## src/rtl/ppc_pkg.sv

```systemverilog
package ppc_pkg;
   typedef enum logic [1:0] {
      OP_VALID = 2'd0,
      OP_BRKB  = 2'd1,
      OP_CNT   = 2'd2,
      OP_INCP  = 2'd3
   } ppc_op_e;

   typedef enum logic [1:0] {
      ESZ_8  = 2'd0,
      ESZ_16 = 2'd1,
      ESZ_32 = 2'd2,
      ESZ_64 = 2'd3
   } ppc_esz_e;

   typedef struct packed {
      logic n;
      logic z;
      logic c;
      logic v;
   } ppc_flags_t;
endpackage

```

## src/rtl/ppc_elem_mask.sv

```systemverilog
// Marks the predicate bits that are significant for the selected element size.
module ppc_elem_mask #(
   parameter int PW = 16
) (
   input  logic [1:0]    esz,
   output logic [PW-1:0] mask
);
   for (genvar i = 0; i < PW; i++) begin : g_lane
      localparam bit AL2 = (i % 2) == 0;
      localparam bit AL4 = (i % 4) == 0;
      localparam bit AL8 = (i % 8) == 0;
      assign mask[i] = (esz == ppc_pkg::ESZ_8)
                    || (esz == ppc_pkg::ESZ_16 && AL2)
                    || (esz == ppc_pkg::ESZ_32 && AL4)
                    || AL8;
   end
endmodule

```

## src/rtl/ppc_brk_before.sv

```systemverilog
// Keeps active lanes strictly ahead of the first active true condition.
module ppc_brk_before #(
   parameter int PW = 16
) (
   input  logic [PW-1:0] act,
   input  logic [PW-1:0] cond,
   output logic [PW-1:0] res
);
   always_comb begin
      logic hit;
      hit = 1'b0;
      for (int i = 0; i < PW; i++) begin
         hit    = hit | (act[i] & cond[i]);
         res[i] = act[i] & ~hit;
      end
   end
endmodule

```

## src/rtl/ppc_flag_gen.sv

```systemverilog
// Derives N, Z, C, V from a predicate result over the active lanes.
module ppc_flag_gen #(
   parameter int PW = 16
) (
   input  logic [PW-1:0]      act,
   input  logic [PW-1:0]      pred,
   output ppc_pkg::ppc_flags_t flags
);
   always_comb begin
      logic seen_first;
      logic first_val;
      logic last_val;
      seen_first = 1'b0;
      first_val  = 1'b0;
      last_val   = 1'b0;
      for (int i = 0; i < PW; i++) begin
         if (act[i]) begin
            if (!seen_first) first_val = pred[i];
            seen_first = 1'b1;
            last_val   = pred[i];
         end
      end
      flags.n = first_val;
      flags.z = ~|(pred & act);
      flags.c = ~last_val;
      flags.v = 1'b0;
   end
endmodule

```

## src/rtl/ppc_lane_count.sv

```systemverilog
// Population count of a predicate.
module ppc_lane_count #(
   parameter int PW = 16,
   localparam int CW = $clog2(PW + 1)
) (
   input  logic [PW-1:0] bits,
   output logic [CW-1:0] cnt
);
   always_comb begin
      cnt = '0;
      for (int i = 0; i < PW; i++) cnt = cnt + CW'(bits[i]);
   end
endmodule

```

## src/rtl/pred_part_unit.sv

```systemverilog
module pred_part_unit #(
   parameter int PW = 16,
   parameter int SW = 64,
   localparam int LW = $clog2(PW)
) (
   input  logic          clk,
   input  logic          rst_n,
   input  logic          op_vld,
   input  logic [1:0]    op,
   input  logic [1:0]    esz,
   input  logic          set_flags,
   input  logic [PW-1:0] gov,
   input  logic [PW-1:0] src,
   input  logic [SW-1:0] scalar_in,
   input  logic          ffr_set,
   input  logic          fault_vld,
   input  logic [LW-1:0] fault_lane,
   output logic          res_vld,
   output logic [PW-1:0] pred_out,
   output logic [SW-1:0] scalar_out,
   output logic [3:0]    nzcv
);
   import ppc_pkg::*;

   localparam int CW = $clog2(PW + 1);

   if (PW < 8 || (PW % 8) != 0) begin : g_bad_pw
      $error("pred_part_unit: PW must be a positive multiple of 8");
   end
   if (SW < CW) begin : g_bad_sw
      $error("pred_part_unit: SW too narrow for the lane count");
   end

   ppc_op_e       op_e;
   logic [PW-1:0] elem_mask;
   logic [PW-1:0] act;
   logic [PW-1:0] brk_res;
   logic [PW-1:0] part_res;
   logic [PW-1:0] cnt_bits;
   logic [CW-1:0] cnt;
   logic [SW-1:0] cnt_ext;
   logic [PW-1:0] ffr_q;
   logic [PW-1:0] fault_keep;
   ppc_flags_t    flg;
   logic          is_pred_op;

   assign op_e       = ppc_op_e'(op);
   assign is_pred_op = (op_e == OP_VALID) || (op_e == OP_BRKB);

   ppc_elem_mask #(.PW(PW)) u_mask (.esz(esz), .mask(elem_mask));
   assign act = gov & elem_mask;

   ppc_brk_before #(.PW(PW)) u_brk (.act(act), .cond(src), .res(brk_res));

   assign part_res = (op_e == OP_BRKB) ? brk_res : (ffr_q & act);

   ppc_flag_gen #(.PW(PW)) u_flags (.act(act), .pred(part_res), .flags(flg));

   assign cnt_bits = src & act;
   ppc_lane_count #(.PW(PW)) u_cnt (.bits(cnt_bits), .cnt(cnt));
   assign cnt_ext = {{(SW - CW){1'b0}}, cnt};

   // Lanes below the reported fault survive.
   for (genvar i = 0; i < PW; i++) begin : g_keep
      assign fault_keep[i] = (LW'(i) < fault_lane);
   end

   always_ff @(posedge clk or negedge rst_n) begin
      if (!rst_n) begin
         ffr_q <= '1;
      end else if (ffr_set) begin
         ffr_q <= '1;
      end else if (fault_vld && fault_lane != '0) begin
         ffr_q <= ffr_q & fault_keep;
      end
   end

   always_ff @(posedge clk or negedge rst_n) begin
      if (!rst_n) begin
         res_vld    <= 1'b0;
         pred_out   <= '0;
         scalar_out <= '0;
         nzcv       <= '0;
      end else begin
         res_vld <= op_vld;
         if (op_vld) begin
            if (is_pred_op) begin
               pred_out <= part_res;
               if (set_flags) nzcv <= flg;
            end else if (op_e == OP_CNT) begin
               scalar_out <= cnt_ext;
            end else begin
               scalar_out <= scalar_in + cnt_ext;
            end
         end
      end
   end
endmodule

```

## config.mk

```make
export PLATFORM = sky130hd
export DESIGN_NAME = pred_part_unit
export DESIGN_NICKNAME = d
export VERILOG_FILES = /design/src/rtl/ppc_pkg.sv /design/src/rtl/ppc_elem_mask.sv /design/src/rtl/ppc_brk_before.sv /design/src/rtl/ppc_flag_gen.sv /design/src/rtl/ppc_lane_count.sv /design/src/rtl/pred_part_unit.sv
export SDC_FILE = /design/constraint.sdc
export NUM_CORES = 1
export LEC_CHECK = 0
export BUFFER_PORTS_ARGS = -buffer_cell sky130_fd_sc_hd__buf_2
export CELL_PAD_IN_SITES_DETAIL_PLACEMENT = 0
export CELL_PAD_IN_SITES_GLOBAL_PLACEMENT = 1
export CORE_ASPECT_RATIO = 1.4
export CORE_MARGIN = 2
export CORE_UTILIZATION = 42
export CTS_CLUSTER_SIZE = 24
export DETAILED_ROUTE_END_ITERATION = 7
export GPL_ROUTABILITY_DRIVEN = 0
export GPL_TIMING_DRIVEN = 1
export PLACE_DENSITY = 0.84
export SYNTH_ARGS = -nofsm -noshare
export SYNTH_HDL_FRONTEND = slang
export SYNTH_SLANG_ARGS = --single-unit
```

## constraint.sdc

```tcl
create_clock -name clk -period 5.9 [get_ports clk]
set_clock_uncertainty 0.2 [all_clocks]
set_input_delay 0.59 -clock clk [delete_from_list [all_inputs] [get_ports clk]]
set_output_delay 0.59 -clock clk [all_outputs]
set_load 0.02 [all_outputs]
```

After elaboration in Yosys (flattened, before gate mapping)

Cells that the tools add are included.

Flip-flop bits (word level): 100
Bits of input ports: 110
Output and inout bits: 85

$add $sub $neg: 16
Order comparisons: 16
Equality and inequality tests: 4
Multiplexer cells: 65
Bitwise operators: 70
Reductions and logical operators: 13

Operators by type and width:

| cell               | count |
|---|---|
| $and 16x16->16     | 5 |
| $add 5x1->5        | 14 |
| $add 64x5->64      | 1 |
| $mux 64            | 1 |
| $mux 1             | 61 |
| $mux 16            | 3 |
| $and 1x1->1        | 32 |
| $lt 4x4->1 const A | 8 |
| $not 1->1          | 18 |
| $lt 3x4->1 const A | 4 |
| $reduce_or 16->1   | 1 |
| $or 1x1->1         | 15 |
| $lt 1x4->1 const A | 2 |
| $lt 2x4->1 const A | 2 |
| $eq 2x1->1 const B | 2 |
| $eq 2x2->1 const B | 2 |
| $logic_not 2->1    | 2 |
| $reduce_and 2->1   | 2 |
| $reduce_bool 4->1  | 1 |
| $logic_or 1x1->1   | 3 |
| $reduce_and 3->1   | 1 |
| $add 1x1->2        | 1 |
| $reduce_bool 2->1  | 1 |
| $logic_and 1x1->1  | 1 |
| $logic_not 1->1    | 1 |

Logic depth before layout (Yosys ltp)

Gate-level depths: netlist of run 1.

Depth in word-level cells: 54
Mapped depth: 22
Mapped depth without buffers: 20

Cells and area by module

A second synthesis of run 1 with hierarchy kept.

Cells, all modules: 871
Area, all modules: 7,394.6 sq um

By module, submodules not included:

| module         | instances | cells each | area an instance (sq um) | sequential area each (sq um) |
|---|---|---|---|---|
| pred_part_unit | 1         | 697        | 6,122.1                  | 2,547.4 |
| ppc_flag_gen   | 1         | 75         | 500.5                    | 0.0 |
| ppc_lane_count | 1         | 47         | 407.9                    | 0.0 |
| ppc_brk_before | 1         | 35         | 251.5                    | 0.0 |
| ppc_elem_mask  | 1         | 17         | 112.6                    | 0.0 |

Worst setup path after synthesis of run 1

OpenSTA, ideal clock, no wires.

Path type: input to register
From: input port esz[1]
To: register scalar_out[55]
Data arrival time: 6.407 ns
Data required time: 5.631 ns
Path slack: -0.776 ns
Cell stages on the path: 21
Cell sequence: nor2_1 > clkbuf_1 > nand3_1 > ha_1 > inv_1 > fa_1 > fa_1 > fa_1 > fa_1 > fa_1 > fa_1 > inv_1 > ha_1 > a21o_1 > a21oi_1 > o21ai_0 > nand2_1 > or4_4 > buf_6 > or4_1 > nand3_1

Longest elaborated chain between the ends: 20
Elaborated cells on any way between the ends: 24
Classes of those cells: add/sub: 16; eq/ne: 2; mux: 1; bitwise: 2; reduce/logical: 3

RTL lines:

| what                                                 | RTL line                                   | text |
|---|---|---|
| from (decl)                                          | pred_part_unit.sv:10                       | `input logic [1:0] esz,` |
| $logic_not 2->1 / $eq 2x1->1 (equally long branches) | n/a                                        |  |
| $and 16x16->16 *                                     | pred_part_unit.sv:51                       | `assign act = gov & elem_mask;` |
| $and 16x16->16 *                                     | pred_part_unit.sv:59                       | `assign cnt_bits = src & act;` |
| $add 1x1->2 / $and 16x16->16 (equally long branches) | ppc_lane_count.sv:11, pred_part_unit.sv:59 |  |
| $add 5x1->5 (13 in series)                           | ppc_lane_count.sv:11                       | `for (int i = 0; i < PW; i++) cnt = cnt + CW'(bits[i]);` |
| $add 5x1->5 *                                        | ppc_lane_count.sv:11                       |  |
| $add 64x5->64 *                                      | pred_part_unit.sv:93                       | `scalar_out <= scalar_in + cnt_ext;` |
| $mux 64 *                                            | pred_part_unit.sv:90                       | `end else if (op_e == OP_CNT) begin` |
| to (signal assigned)                                 | pred_part_unit.sv:91                       | `scalar_out <= cnt_ext;` |
| to (signal assigned)                                 | pred_part_unit.sv:93                       |  |
| to (decl)                                            | pred_part_unit.sv:20                       | `output logic [SW-1:0] scalar_out,` |

Mark *: on every way between the ends. The rest lies on a longest branch, timed or not.
A chain may end at the register's enable or synchronous reset.

Worst setup path in the final report of run 1

From: input port esz[0]
To: register scalar_out[63]

Same word-level chain as after synthesis.

==> results.tsv, run 1 <==
metric	value	unit
placed cells	1204	
initial core utilization	42.56	%
number of fill cells in the layout	1542	
Critical Path Source	esz[0]	
final worst path period share	100.7	%
Finished Layout Cells	1230	
# IOs	195	
Worst Path Arrival	6.03	ns
slew margin rel.	32.43	%
Primary FF master, synth	dfrtp_1	
EDFF count, synth	0	
DR WL/cell	18.23	um
Crit Path Class	in2reg	
sequential area share after synthesis	36.96	%
max-slew violation count	0	
vias in the first global route	6799	
minimum clock period	5.939	ns
clock sinks	100	
global-route wire length before repair	35440	um
Worst-Margin Slew	1.013	ns
most common cell in the netlist	nand2_1	
crit path launch type	input pin	
1st-pass router iterations	5	
reg2reg path depth	6	
final hold vios	0	
failing checks	negative setup slack	
PortBufs	193	
DRT iter0 DRCs	390	
biggest area consumer among synthesized cells	dfrtp_1	
# DRC	0	
kind of end point of the critical path	flip-flop	
NumNets Final	1158	
largest net degree at the start of global routing	103	
fmax	168.4	MHz
PwrDens	231.6	nW/um2
die height	154.8	um
top post-synthesis cells by count	nand2_1 (143), dfrtp_1 (84), o21ai_0 (51)	
Clock Tree Buf Depth	2	
die footprint	17300	um2
power consumption	2.061	mW
Overflow after GRT	0	
synthesized area	6824	um2
CTS Buf Count	9	
routed vias/inst	5.575	
via count	6857	
Clock Latency Late Sink	0.35	ns
fraction of layout cells with a size suffix above 1	32.78	%
Gate Count Post-Synth	800	
Synth async-reset ratio	100.0	%
syn_nets	932	
Ys Warns	0	
Worst R2R Start	ffr_q[4]	
Area Growth Syn to Fin	30.42	%
FP Rows	55	
number of max-cap violations	0	
TritonCTS clock tree	yes	
syn avg cell area	8.530	um2
setup ws final	-0.03895	ns
Synth cell types	72	
setup TNS	-0.03895	ns
Root Buffer	clkbuf_16	
H-Tree Depth	3	
initial antenna violation count	0	
Synth top area share	30.80	%
top cells by area, synth	dfrtp_1 (31%), nand2_1 (7.9%), xnor2_1 (6.3%)	
CP required	6.00	ns
gr usage total	25.79	%
Synth Register Bits	100	
WL final	22430	um
ANT cells	0	
DRT antenna net count	0	
# setup viols final	1	
RSZ-0062 raised after global routing	true	
Hold Path Class	in2async	
die width	111.7	um
CP max FO	6	
core area	16030	um2
leakage	4.161	nW
status	complete, but fails checks	
HPWL Detailed	17270	um
VDD IR-drop max	0.1234	mV
CTS clk-pin slew, worst paths	0.08	ns
power breakdown:
group,switching [mW],internal [mW]
Sequential,0.0378,0.764
Clock,0.306,0.299
Combinational,0.395,0.260
sequential cells by signal, indices dropped and copies added, names as in the netlist:
| register | count |
|---|---|
| nzcv | 3 |
| res_vld | 1 |
| pred_out | 16 |
| ffr_q | 16 |
| scalar_out | 64 |
through the flow:
step                      worst slack (ns)  hold slack [ns]  cell area (um2)  util [%]
after floorplan                    -0.2577          0.09441             6908         -
after global placement             -0.3012           0.2551             8310     51.83
after detailed placement           -0.4339           0.2565             8310     51.83
after CTS                          0.02280          0.02030             8606     53.67
after global routing               -0.1581          0.03394             8900     55.51
final                             -0.03895         0.002847             8900     55.51
cell usage in the layout, fill, tap and decap left out, drive strengths merged, types with 18 or more instances in the layout:
cell type and instances:
nand4 18, nor4 19, nor2 38, dfrtp 84, o21ai 51, o31ai 42
a21oi 20, xnor2 49, buf 254, nand3 32, nor3 21, inv 44
nand2 143
repair_timing:
action	in CTS	in global routing
hold endpoints to repair	0	0
resized for setup	1	47
pin swaps	1	16
endpoints found under the setup margin	2	29
setup buffers	0	11
hold buffers	0	0
worst max-delay path, cell delays in order:
cell and delay (ns):
buf_8 0.10, nor2_4 0.11, nand3_2 0.12, ha_4 0.29, inv_2 0.03, fa_1 0.47, fa_1 0.55, fa_1 0.56
fa_1 0.44, fa_2 0.38, fa_2 0.56, inv_2 0.06, ha_4 0.25, a21o_1 0.12, a21oi_2 0.07, o21ai_2 0.15
nand2_2 0.08, or4_4 0.48, or4_4 0.56, nand3_2 0.08
worst paths after layout:
kind                                       end  slack (ns)
worst max register to register         nzcv[1]        3.33
min in group clk                       res_vld        0.24
worst min-delay path              pred_out[14]       0.003
max in group asynchronous       scalar_out[24]        4.27
worst max-delay path            scalar_out[63]       -0.04
worst min register to register         nzcv[2]        0.27
routing by layer:
metal / vias up / part of all wire (%) / global-route usage, % / wire (um)
li1: 3314 / - / - / -
met1: 3216 / 38 / 29.01 / 8432
met2: 266 / 51 / 45.19 / 11350
met3: 61 / 6.4 / 5.525 / 1445
met4: 0 / 5.4 / 14.29 / 1202
met5: - / 0 / 0 / 0
kinds of logic after synthesis:
logic type / share of synthesized area [%]
other: 0.05495
AO/OA/AOI/OAI: 18.35
AND/OR/NAND/NOR: 25.65
XOR/XNOR: 7.829
buffers and inverters: 4.950
multiplexers: 0.9534
adder cells (fa/ha/maj): 5.244
flip-flops: 36.96
cell type report:
cell class | instances | area (um2) | share of cell area, %
sequential | 100 | 2522 | 28.34
clock inverter | 7 | 67.56 | 0.7592
tap | 199 | 249.0 | 2.798
clock buffer | 9 | 225.2 | 2.531
inverter | 40 | 150.1 | 1.687
multi-input combinational | 621 | 4220 | 47.42
timing repair buffer | 254 | 1465 | 16.46
(Power assumes the default switching activity.)
==> run 2: changes to the inputs <==
==> constraint.sdc (replaced) <==
create_clock -name clk -period 6.9 [get_ports clk]
set_clock_uncertainty 0.2 [all_clocks]
set_input_delay 0.69 -clock clk [delete_from_list [all_inputs] [get_ports clk]]
set_output_delay 0.69 -clock clk [all_outputs]
set_load 0.02 [all_outputs]
==> run 2 against run 1 <==
Net effect:
- the flow now finishes without violations
- worst setup slack better by 0.54 ns
- highest routed layer unchanged
- non-clock buffer count fell by 48
- sequential cell count unchanged
- clock power decreased by 16%
- first-iteration DRC count grew 3.1%
- final cell count decreased by 3.9%
==> results.tsv, run 2 (same netlist as run 1, synthesis figures left out) <==
metric	value	unit	change
fraction of layout cells with a size suffix above 1	26.14	%	-6.6 points
postcts setup bufs	0		unchanged
global-route wire length before repair	33750	um	-4.8%
routed vias/inst	5.610		+0.63%
Post-CTS Hold Fix Bufs	0		unchanged
die height	154.8	um	unchanged
status	completed		
storage element area	2522	um2	unchanged
kind of end point of the critical path	flip-flop		
CP max FO	4		-2
hold_ws	0.08511	ns	+0.08226 ns
1st-pass router iterations	4		-1
core area	16030	um2	unchanged
ANT cells	0		unchanged
GRT met3 Usage	6.426	%	+0.90 points
CTS Buf Count	9		unchanged
die width	111.7	um	unchanged
most frequent cells in the layout	buf_2 (192), nand2_1 (142), dfrtp_1 (84)		
PwrDens	205.5	nW/um2	-11%
Crit Path Class	in2reg		
RSZ-0062 raised after global routing	false		
fin area	8254	um2	-7.3%
WL final	21390	um	-4.6%
power consumption	1.696	mW	-18%
most flop-heavy register	scalar_out		
slew margin rel.	31.41	%	-1.0 points
Gate power share	29.4	%	-2.4 points
CTS clk-pin slew, worst paths	0.07	ns	about the same
initial antenna violation count	1		+1
multi-input logic area	3971	um2	-5.9%
Worst-Margin Slew	1.029	ns	+0.01620 ns
Area after DPL	7959	um2	-4.2%
vias in the first global route	6586		-3.1%
Overflow after GRT	0		unchanged
DRT iter0 DRCs	402		+3.1%
Root Buffer	clkbuf_16		
HPWL Detailed	16550	um	-4.2%
top flop regs	scalar_out x64, ffr_q x16, pred_out x16		
Top Usage Layer GRT	met2		
DRT antenna net count	0		unchanged
Hold Path Class	in2async		
switching share of power	35.13	%	-0.68 points
fmax	156.2	MHz	
NumNets Final	1110		-4.1%
gr usage total	24.53	%	-1.3 points
max reg flops	64		unchanged
largest net degree at the start of global routing	103		unchanged
minimum clock period	6.401	ns	
clock sinks	100		unchanged
VDD IR-drop max	0.1124	mV	-8.9%
Worst Path Arrival	6.45	ns	+0.42 ns
H-Tree Depth	3		unchanged
Clock Latency Late Sink	0.35	ns	about the same
setup TNS	0	ns	+0.03895 ns
PortBufs	193		unchanged
PostCTS Resize Cnt	0		-1
die footprint	17300	um2	unchanged
Area Growth Syn to Fin	20.96	%	
# IOs	195		unchanged
# DRC	0		unchanged
Clock Tree Buf Depth	2		unchanged
max-slew violation count	0		unchanged
leakage	3.786	nW	-9.0%
FP Rows	55		unchanged
Psw	0.5958	mW	-19%
routing usage on met2	43.09	%	-2.1 points
P_int	1.100	mW	-17%
initial core utilization	42.56	%	unchanged
TritonCTS clock tree	yes		
# setup viols final	0		-1
crit path launch type	input pin		
GR Util met1	27.43	%	-1.6 points
final worst path period share	92.77	%	
Clock power frac	30.1	%	+0.8 points
DR WL/cell	18.10	um	-0.75%
number of max-cap violations	0		unchanged
via count	6631		-3.3%
final hold vios	0		unchanged
number of fill cells in the layout	1598		+3.6%
sequential share of power	40.5	%	+1.6 points
commonest non-fill, non-tap cell in the layout	buf_2		
CP required	6.94	ns	+0.94 ns
run 2: cell count changes in the layout (fill, tap and decap cells not counted), sizes merged:
| cell | delta |
|---|---|
| buf | -48 |
| clkbuf | +1 |
| inv | -1 |
run 2: final timing paths:
kind                                  end  slack (ns)            from  cells past startpoint
max                        scalar_out[42]        0.50          esz[1]                     20
min                          pred_out[12]        0.09           rst_n                      1
max reg2reg                       nzcv[1]        4.32        ffr_q[4]                      6
min reg2reg                scalar_out[54]        0.28  scalar_out[54]                      2
max in group asynchronous   scalar_out[1]        5.15           rst_n                      2
min in group clk           scalar_out[54]        0.28  scalar_out[54]                      2
run 2: area by class of cell:
class                   count  share of cell area, %
clock inverters             6                 0.6821
clock buffers              10                  2.895
inverters                  40                  1.819
multi-input cells         621                  48.11
flip-flops and latches    100                  30.56
well taps                 199                  3.017
repair buffers            206                  12.91
run 2: critical path, stage by stage:
cell	delay, ns
buf_2	0.10
nor2_1	0.13
nand3_1	0.15
ha_1	0.30
inv_1	0.05
fa_1	0.47
fa_1	0.54
fa_1	0.55
fa_1	0.43
fa_1	0.42
fa_1	0.42
xnor2_1	0.17
ha_1	0.33
a21o_1	0.12
a21oi_1	0.10
o21ba_2	0.26
or4_2	0.69
nor3_1	0.23
xnor2_1	0.09
o31ai_1	0.19
run 2: per-stage QoR:
step,instances,utilization (%),worst slack [ns]
3_3_place_gp,1166,49.64,0.2373
4_1_cts,1182,51.48,0.4805
2_1_floorplan,800,-,0.1242
5_1_grt,1182,51.48,0.1463
6_report,1182,51.48,0.4988
3_5_place_dp,1166,49.64,0.1165
run 2: power groups by stage:
| stage | registers [mW] | clock network [mW] | logic [mW] |
|---|---|---|---|
| final | 0.687 | 0.510 | 0.499 |
| after global routing | 0.695 | 0.551 | 0.552 |
| after CTS | 0.688 | 0.528 | 0.502 |
| after detailed placement | 0.697 | 0 | 0.500 |
| after global placement | 0.696 | 0 | 0.495 |
| after floorplan | 0.767 | 0 | 0.231 |
run 2: per-layer routing:
metal / wire length (um) / vias up
met3: 1536 / 55
li1: - / 3214
met5: 0 / -
met4: 997 / 0
met1: 8057 / 3119
met2: 10800 / 243
